## src/rtl/hyb_arb_pkg.sv

```systemverilog
package hyb_arb_pkg;

    typedef enum logic [1:0] {
        ST_IDLE  = 2'd0,
        ST_OFFER = 2'd1,
        ST_OWNED = 2'd2,
        ST_CLEAR = 2'd3
    } arb_state_e;

endpackage

```

## src/rtl/hyb_class_pick.sv

```systemverilog
module hyb_class_pick #(
    parameter  int NC = 4,
    localparam int CW = (NC > 1) ? $clog2(NC) : 1
) (
    input  logic [NC-1:0] req,
    input  logic          rotate,
    input  logic [CW-1:0] last_idx,
    output logic          win_vld,
    output logic [CW-1:0] win_idx,
    output logic [NC-1:0] win_oh
);

    // Search order: fixed mode walks NC-1 down to 0; rotating mode walks
    // downward from the class below the last winner, wrapping around.
    always_comb begin
        int cand;
        cand    = 0;
        win_vld = 1'b0;
        win_idx = '0;
        for (int k = 1; k <= NC; k++) begin
            cand = rotate ? ((int'(last_idx) + NC - k) % NC) : (NC - k);
            if (!win_vld && req[cand]) begin
                win_vld = 1'b1;
                win_idx = CW'(cand);
            end
        end
    end

    assign win_oh = win_vld ? (NC'(1) << win_idx) : '0;

endmodule

```

## src/rtl/hyb_daisy_chain.sv

```systemverilog
module hyb_daisy_chain #(
    parameter int SLOTS = 4
) (
    input  logic             clk,
    input  logic             rst_n,
    input  logic             grant_in,
    input  logic [SLOTS-1:0] req,
    output logic [SLOTS-1:0] gnt_out,
    output logic             pass_out
);

    logic [SLOTS:0] link;

    assign link[0] = grant_in;

    for (genvar i = 0; i < SLOTS; i++) begin : g_slot
        assign gnt_out[i]  = link[i] & req[i];
        assign link[i+1]   = link[i] & ~req[i];
    end

    assign pass_out = link[SLOTS];


    slot_onehot_chk: assert property (@(posedge clk) disable iff (!rst_n)
        $onehot0(gnt_out));


    slot_lowest_chk: assert property (@(posedge clk) disable iff (!rst_n)
        (gnt_out != '0) |-> (grant_in && (((gnt_out - SLOTS'(1)) & req) == '0)));


    tail_empty_chk: assert property (@(posedge clk) disable iff (!rst_n)
        pass_out |-> (grant_in && (req == '0)));

endmodule

```

## src/rtl/hybrid_bus_arbiter.sv

```systemverilog
module hybrid_bus_arbiter #(
    parameter  int NUM_CLASSES     = 4,
    parameter  int SLOTS_PER_CLASS = 4,
    localparam int NS              = NUM_CLASSES * SLOTS_PER_CLASS,
    localparam int CW              = (NUM_CLASSES > 1) ? $clog2(NUM_CLASSES) : 1
) (
    input  logic                   clk,
    input  logic                   rst_n,
    input  logic                   rotate_mode,
    input  logic [NS-1:0]          slot_req,
    input  logic                   bus_busy,
    output logic [NUM_CLASSES-1:0] class_grant,
    output logic [NS-1:0]          slot_grant,
    output logic [NUM_CLASSES-1:0] chain_tail,
    output logic                   bus_clear_n
);
    import hyb_arb_pkg::*;

    typedef struct packed {
        arb_state_e             st;
        logic [NUM_CLASSES-1:0] gnt;
        logic [CW-1:0]          owner;
        logic [CW-1:0]          last;
        logic                   clr;
    } ctl_t;

    ctl_t cur_q, nxt_d;

    logic [NUM_CLASSES-1:0] cls_req;
    logic                   win_vld;
    logic [CW-1:0]          win_idx;
    logic [NUM_CLASSES-1:0] win_oh;
    logic                   above_owner;
    logic                   arbitrate;

    // Wired request per class: any slot of the class wants the bus.
    for (genvar c = 0; c < NUM_CLASSES; c++) begin : g_class
        assign cls_req[c] = |slot_req[c*SLOTS_PER_CLASS +: SLOTS_PER_CLASS];

        hyb_daisy_chain #(
            .SLOTS (SLOTS_PER_CLASS)
        ) u_chain (
            .clk      (clk),
            .rst_n    (rst_n),
            .grant_in (cur_q.gnt[c]),
            .req      (slot_req[c*SLOTS_PER_CLASS +: SLOTS_PER_CLASS]),
            .gnt_out  (slot_grant[c*SLOTS_PER_CLASS +: SLOTS_PER_CLASS]),
            .pass_out (chain_tail[c])
        );
    end

    hyb_class_pick #(
        .NC (NUM_CLASSES)
    ) u_pick (
        .req      (cls_req),
        .rotate   (rotate_mode),
        .last_idx (cur_q.last),
        .win_vld  (win_vld),
        .win_idx  (win_idx),
        .win_oh   (win_oh)
    );

    // Is a class ranked above the owner waiting?
    always_comb begin
        above_owner = 1'b0;
        for (int c = 0; c < NUM_CLASSES; c++) begin
            if (cls_req[c] && (c > int'(cur_q.owner))) begin
                above_owner = 1'b1;
            end
        end
    end

    always_comb begin
        nxt_d     = cur_q;
        arbitrate = 1'b0;
        unique case (cur_q.st)
            ST_IDLE: begin
                arbitrate = !bus_busy;
            end
            ST_OFFER: begin
                if (bus_busy) begin
                    nxt_d.st = ST_OWNED;
                end else if (!cls_req[cur_q.owner]) begin
                    nxt_d.st  = ST_IDLE;
                    nxt_d.gnt = '0;
                end
            end
            ST_OWNED: begin
                if (!bus_busy) begin
                    arbitrate = 1'b1;
                end else if (!rotate_mode && above_owner) begin
                    nxt_d.st  = ST_CLEAR;
                    nxt_d.clr = 1'b1;
                end
            end
            ST_CLEAR: begin
                arbitrate = !bus_busy;
            end
            default: begin
                nxt_d.st  = ST_IDLE;
                nxt_d.gnt = '0;
                nxt_d.clr = 1'b0;
            end
        endcase

        if (arbitrate) begin
            nxt_d.clr = 1'b0;
            if (win_vld) begin
                nxt_d.st    = ST_OFFER;
                nxt_d.gnt   = win_oh;
                nxt_d.owner = win_idx;
                nxt_d.last  = win_idx;
            end else begin
                nxt_d.st  = ST_IDLE;
                nxt_d.gnt = '0;
            end
        end
    end

    always_ff @(posedge clk) begin
        if (!rst_n) begin
            cur_q.st    <= ST_IDLE;
            cur_q.gnt   <= '0;
            cur_q.owner <= '0;
            cur_q.last  <= '0;
            cur_q.clr   <= 1'b0;
        end else begin
            cur_q <= nxt_d;
        end
    end

    assign class_grant = cur_q.gnt;
    assign bus_clear_n = ~cur_q.clr;


    class_onehot_chk: assert property (@(posedge clk) disable iff (!rst_n)
        $onehot0(class_grant));


    grant_after_idle_chk: assert property (@(posedge clk) disable iff (!rst_n)
        ((class_grant != '0) && (class_grant != $past(class_grant))) |-> !$past(bus_busy));


    grant_hold_chk: assert property (@(posedge clk) disable iff (!rst_n)
        ((class_grant != '0) && bus_busy) |=> (class_grant == $past(class_grant)));


    fixed_top_chk: assert property (@(posedge clk) disable iff (!rst_n)
        (!rotate_mode && win_vld) |-> ((cls_req >> win_idx) == NUM_CLASSES'(1)));


    rotate_demote_chk: assert property (@(posedge clk) disable iff (!rst_n)
        (rotate_mode && win_vld && (cls_req != (NUM_CLASSES'(1) << cur_q.last)))
            |-> (win_idx != cur_q.last));


    no_clear_rotate_chk: assert property (@(posedge clk) disable iff (!rst_n)
        (rotate_mode && bus_clear_n) |=> bus_clear_n);


    clear_release_chk: assert property (@(posedge clk) disable iff (!rst_n)
        (!bus_clear_n && !bus_busy) |=> bus_clear_n);

endmodule

```

## config.mk

```make
export PLATFORM = sky130hd
export DESIGN_NAME = hybrid_bus_arbiter
export DESIGN_NICKNAME = d
export VERILOG_FILES = /design/src/rtl/hyb_arb_pkg.sv /design/src/rtl/hyb_class_pick.sv /design/src/rtl/hyb_daisy_chain.sv /design/src/rtl/hybrid_bus_arbiter.sv
export SDC_FILE = /design/constraint.sdc
export NUM_CORES = 1
export LEC_CHECK = 0
export BUFFER_PORTS_ARGS = -buffer_cell sky130_fd_sc_hd__buf_2
export CORE_MARGIN = 2
export CORE_UTILIZATION = 42
export CTS_CLUSTER_DIAMETER = 200
export DETAILED_ROUTE_END_ITERATION = 16
export PLACE_DENSITY = 0.75
export SLEW_MARGIN = 25
export SYNTH_ARGS = -nofsm -noshare
export SYNTH_HDL_FRONTEND = slang
export SYNTH_SLANG_ARGS = --single-unit
```

## constraint.sdc

```tcl
create_clock -name clk -period 2.1 [get_ports clk]
set_input_delay 0.105 -clock clk [delete_from_list [all_inputs] [get_ports clk]]
set_output_delay 0.105 -clock clk [all_outputs]
set_load 0.01 [all_outputs]
```

==> metrics.txt <==
Sink Count 9; WL/cell 13.8 um; RSZ-0062 raised after global routing true; Netlist cell types 42; Max clock buf depth 2; TritonCTS clock tree yes; Pre-Repair DR Iteration Count 4; clk slew on worst S/H paths about 0.07 ns; layout cells sized above 1 0.421; Die X about 53 um; routability cong. 0.909; LEAKAGE 0.612 nW; vias in the first global route about 1000; I/O pins 45; Routed Antenna Nets 0; final worst-path cycle share 0.998; ys flop type dfxtp_1; largest net degree at the start of global routing 10; postcts setup bufs 0; setup violators final 0; Die Y-Extent 53.1 um; Yosys Warn Count 0; HPWL Detailed 2.13 mm; Final nets 204; Netlist Area Pre-Place 1010 um^2; Final Hold Fails 0; CORE AREA 2250 um^2; min Tclk post-route 2.09 ns; CP Launch Type flop; DRC Markers 0; clk_lat worst skew 0.27 ns; largest area contributor in the netlist dfxtp_1; first-pass GRT wire length 4.25 mm; vias between 1000 and 1500; H-tree levels 1; most common cell in the netlist nand2_1; maximum clock rate 0.477 GHz; Syn-to-layout area delta 32.8%; Total GRT Usage 0.200; Via density 5.80; max cap viols 0; Finished Cell Area 1340 um^2; # rows 17; Routed WL about 2.8 mm; clk root buf clkbuf_4; Synth Area per Inst 7.72 um^2; Hold Path Class in -> reg; synth cell count leaders 15 x nand2_1, 10 x nor2_1, 9 x dfxtp_1; Synth area leaders dfxtp_1 18%, ha_1 6.2%, buf_4 5.9%; Die ar. 2820 um^2; final setup skew 0.00212 ns; number of flops mapped to enable cells by yosys 0; pwr/cell area 846 nW/um^2; Post-DP Area roughly 1300 um^2; initial antenna violation count 0; Crit. End Element flop; syn nets 156; post-synthesis sequential area ratio 0.178; outcome complete, no violations; Slew @ Worst Pin 0.513 ns; Max-slew headroom 0.658; Starting Density 0.448; Worst EP required 2.26 ns; Worst IR Drop VDD ~0.45 mV; post-synth top area share 0.178; DRT iter0 DRCs 40; # port buffers 44; total grt overflow 0; ant diodes 0; post-layout util 0.595; synthesized flop and latch total 9; CP arrival 2.26 ns; crit path kind reg -> reg; Post-Synthesis Cells 131; Synth async-reset ratio 0; Num CTS Buffers 3; final slew viol count 0; largest fanout on the critical path 5
-- critical path: stages (launching register included) --
cell      delay [ns]
dfxtp_4         0.35
inv_2           0.04
ha_4            0.23
and2_4          0.14
nand2b_4        0.15
o22ai_2         0.18
a21oi_2         0.07
or4_4           0.57
a32o_1          0.27
-- final timing paths --
path                              start                          end  slack, ns  cells after the start
setup / recovery  cur_q[2]$_SDFFE_PN0P_  class_grant[2]$_SDFFE_PN0P_      0.005                      8
setup reg to reg  cur_q[2]$_SDFFE_PN0P_  class_grant[2]$_SDFFE_PN0P_      0.005                      8
hold reg to reg   cur_q[0]$_SDFFE_PP0P_        cur_q[0]$_SDFFE_PP0P_       0.45                      2
hold / removal                    rst_n        cur_q[2]$_SDFFE_PN0P_       0.12                      2
-- metal layers --
metal / wire length (um) / global-route usage
met1: 1150 / 0.226
met5: 0 / 0
met4: 7 / 0.0427
met3: 237 / 0.0282
met2: 1450 / 0.388
-- kinds of logic after synthesis --
group	share of synthesized area
and+or+nand+nor	0.412
AOI/OAI and AO/OA	0.218
muxes	0.0359
DFF	0.178
adders and majority gates	0.0619
buffers and inverters	0.0941
-- state kept, by name, summed over array words and instances (netlist names) --
register / flops
cur_q: 5
class_grant: 4
-- through the flow --
step	TNS, ns	std cells	power [mW]	worst slack [ns]	hold WS, ns
2_1_floorplan	0	131	0.740	0.00381	0.232
3_3_place_gp	0	202	0.922	0.0242	0.408
3_5_place_dp	0	202	0.945	0.0145	0.398
4_1_cts	0	206	1.09	0.00175	0.121
5_1_grt	-0.0757	206	1.23	-0.0672	0.143
6_report	0	206	1.14	0.00518	0.125
-- timing repair --
item                                   4_1_cts  5_1_grt
setup endpoints to repair                    1        4
gates cloned                                 0        0
gates resized for setup                      0        8
pin swaps                                    2        5
hold buffers                                 0        0
endpoints found under the hold margin        0        0
-- layout make-up --
cell class | count | area (um^2)
inverters | 8 | 32.5
repair buffers | 52 | 280
flip-flops and latches | 9 | 188
clock buffers | 3 | 22.5
multi-input cells | 105 | 779
well taps | 28 | 35.0
fillers | 213 | 912
clock inverters | 1 | 5.00
-- where the power goes --
group	switching, mW	internal, mW
Sequential	0.0449	0.236
Combinational	0.402	0.315
Clock	0.0681	0.0705
Total	0.515	0.621
-- placed cells by master, fill, tap and decap left out, drive strengths merged, types with 4 or more instances in the layout --
| cell type | netlist | layout |
|---|---|---|
| buf | 8 | 52 |
| nand2 | 15 | 15 |
| nor2 | 10 | 10 |
| and2 | 10 | 10 |
| o21ai | 9 | 9 |
| dfxtp | 9 | 9 |
| inv | 8 | 8 |
| a21oi | 6 | 6 |
| ha | 5 | 5 |
| nor4 | 5 | 5 |
| nor3b | 4 | 4 |
| nand2b | 4 | 4 |
| or4 | 4 | 4 |
Power figures use the tool's default switching activity.
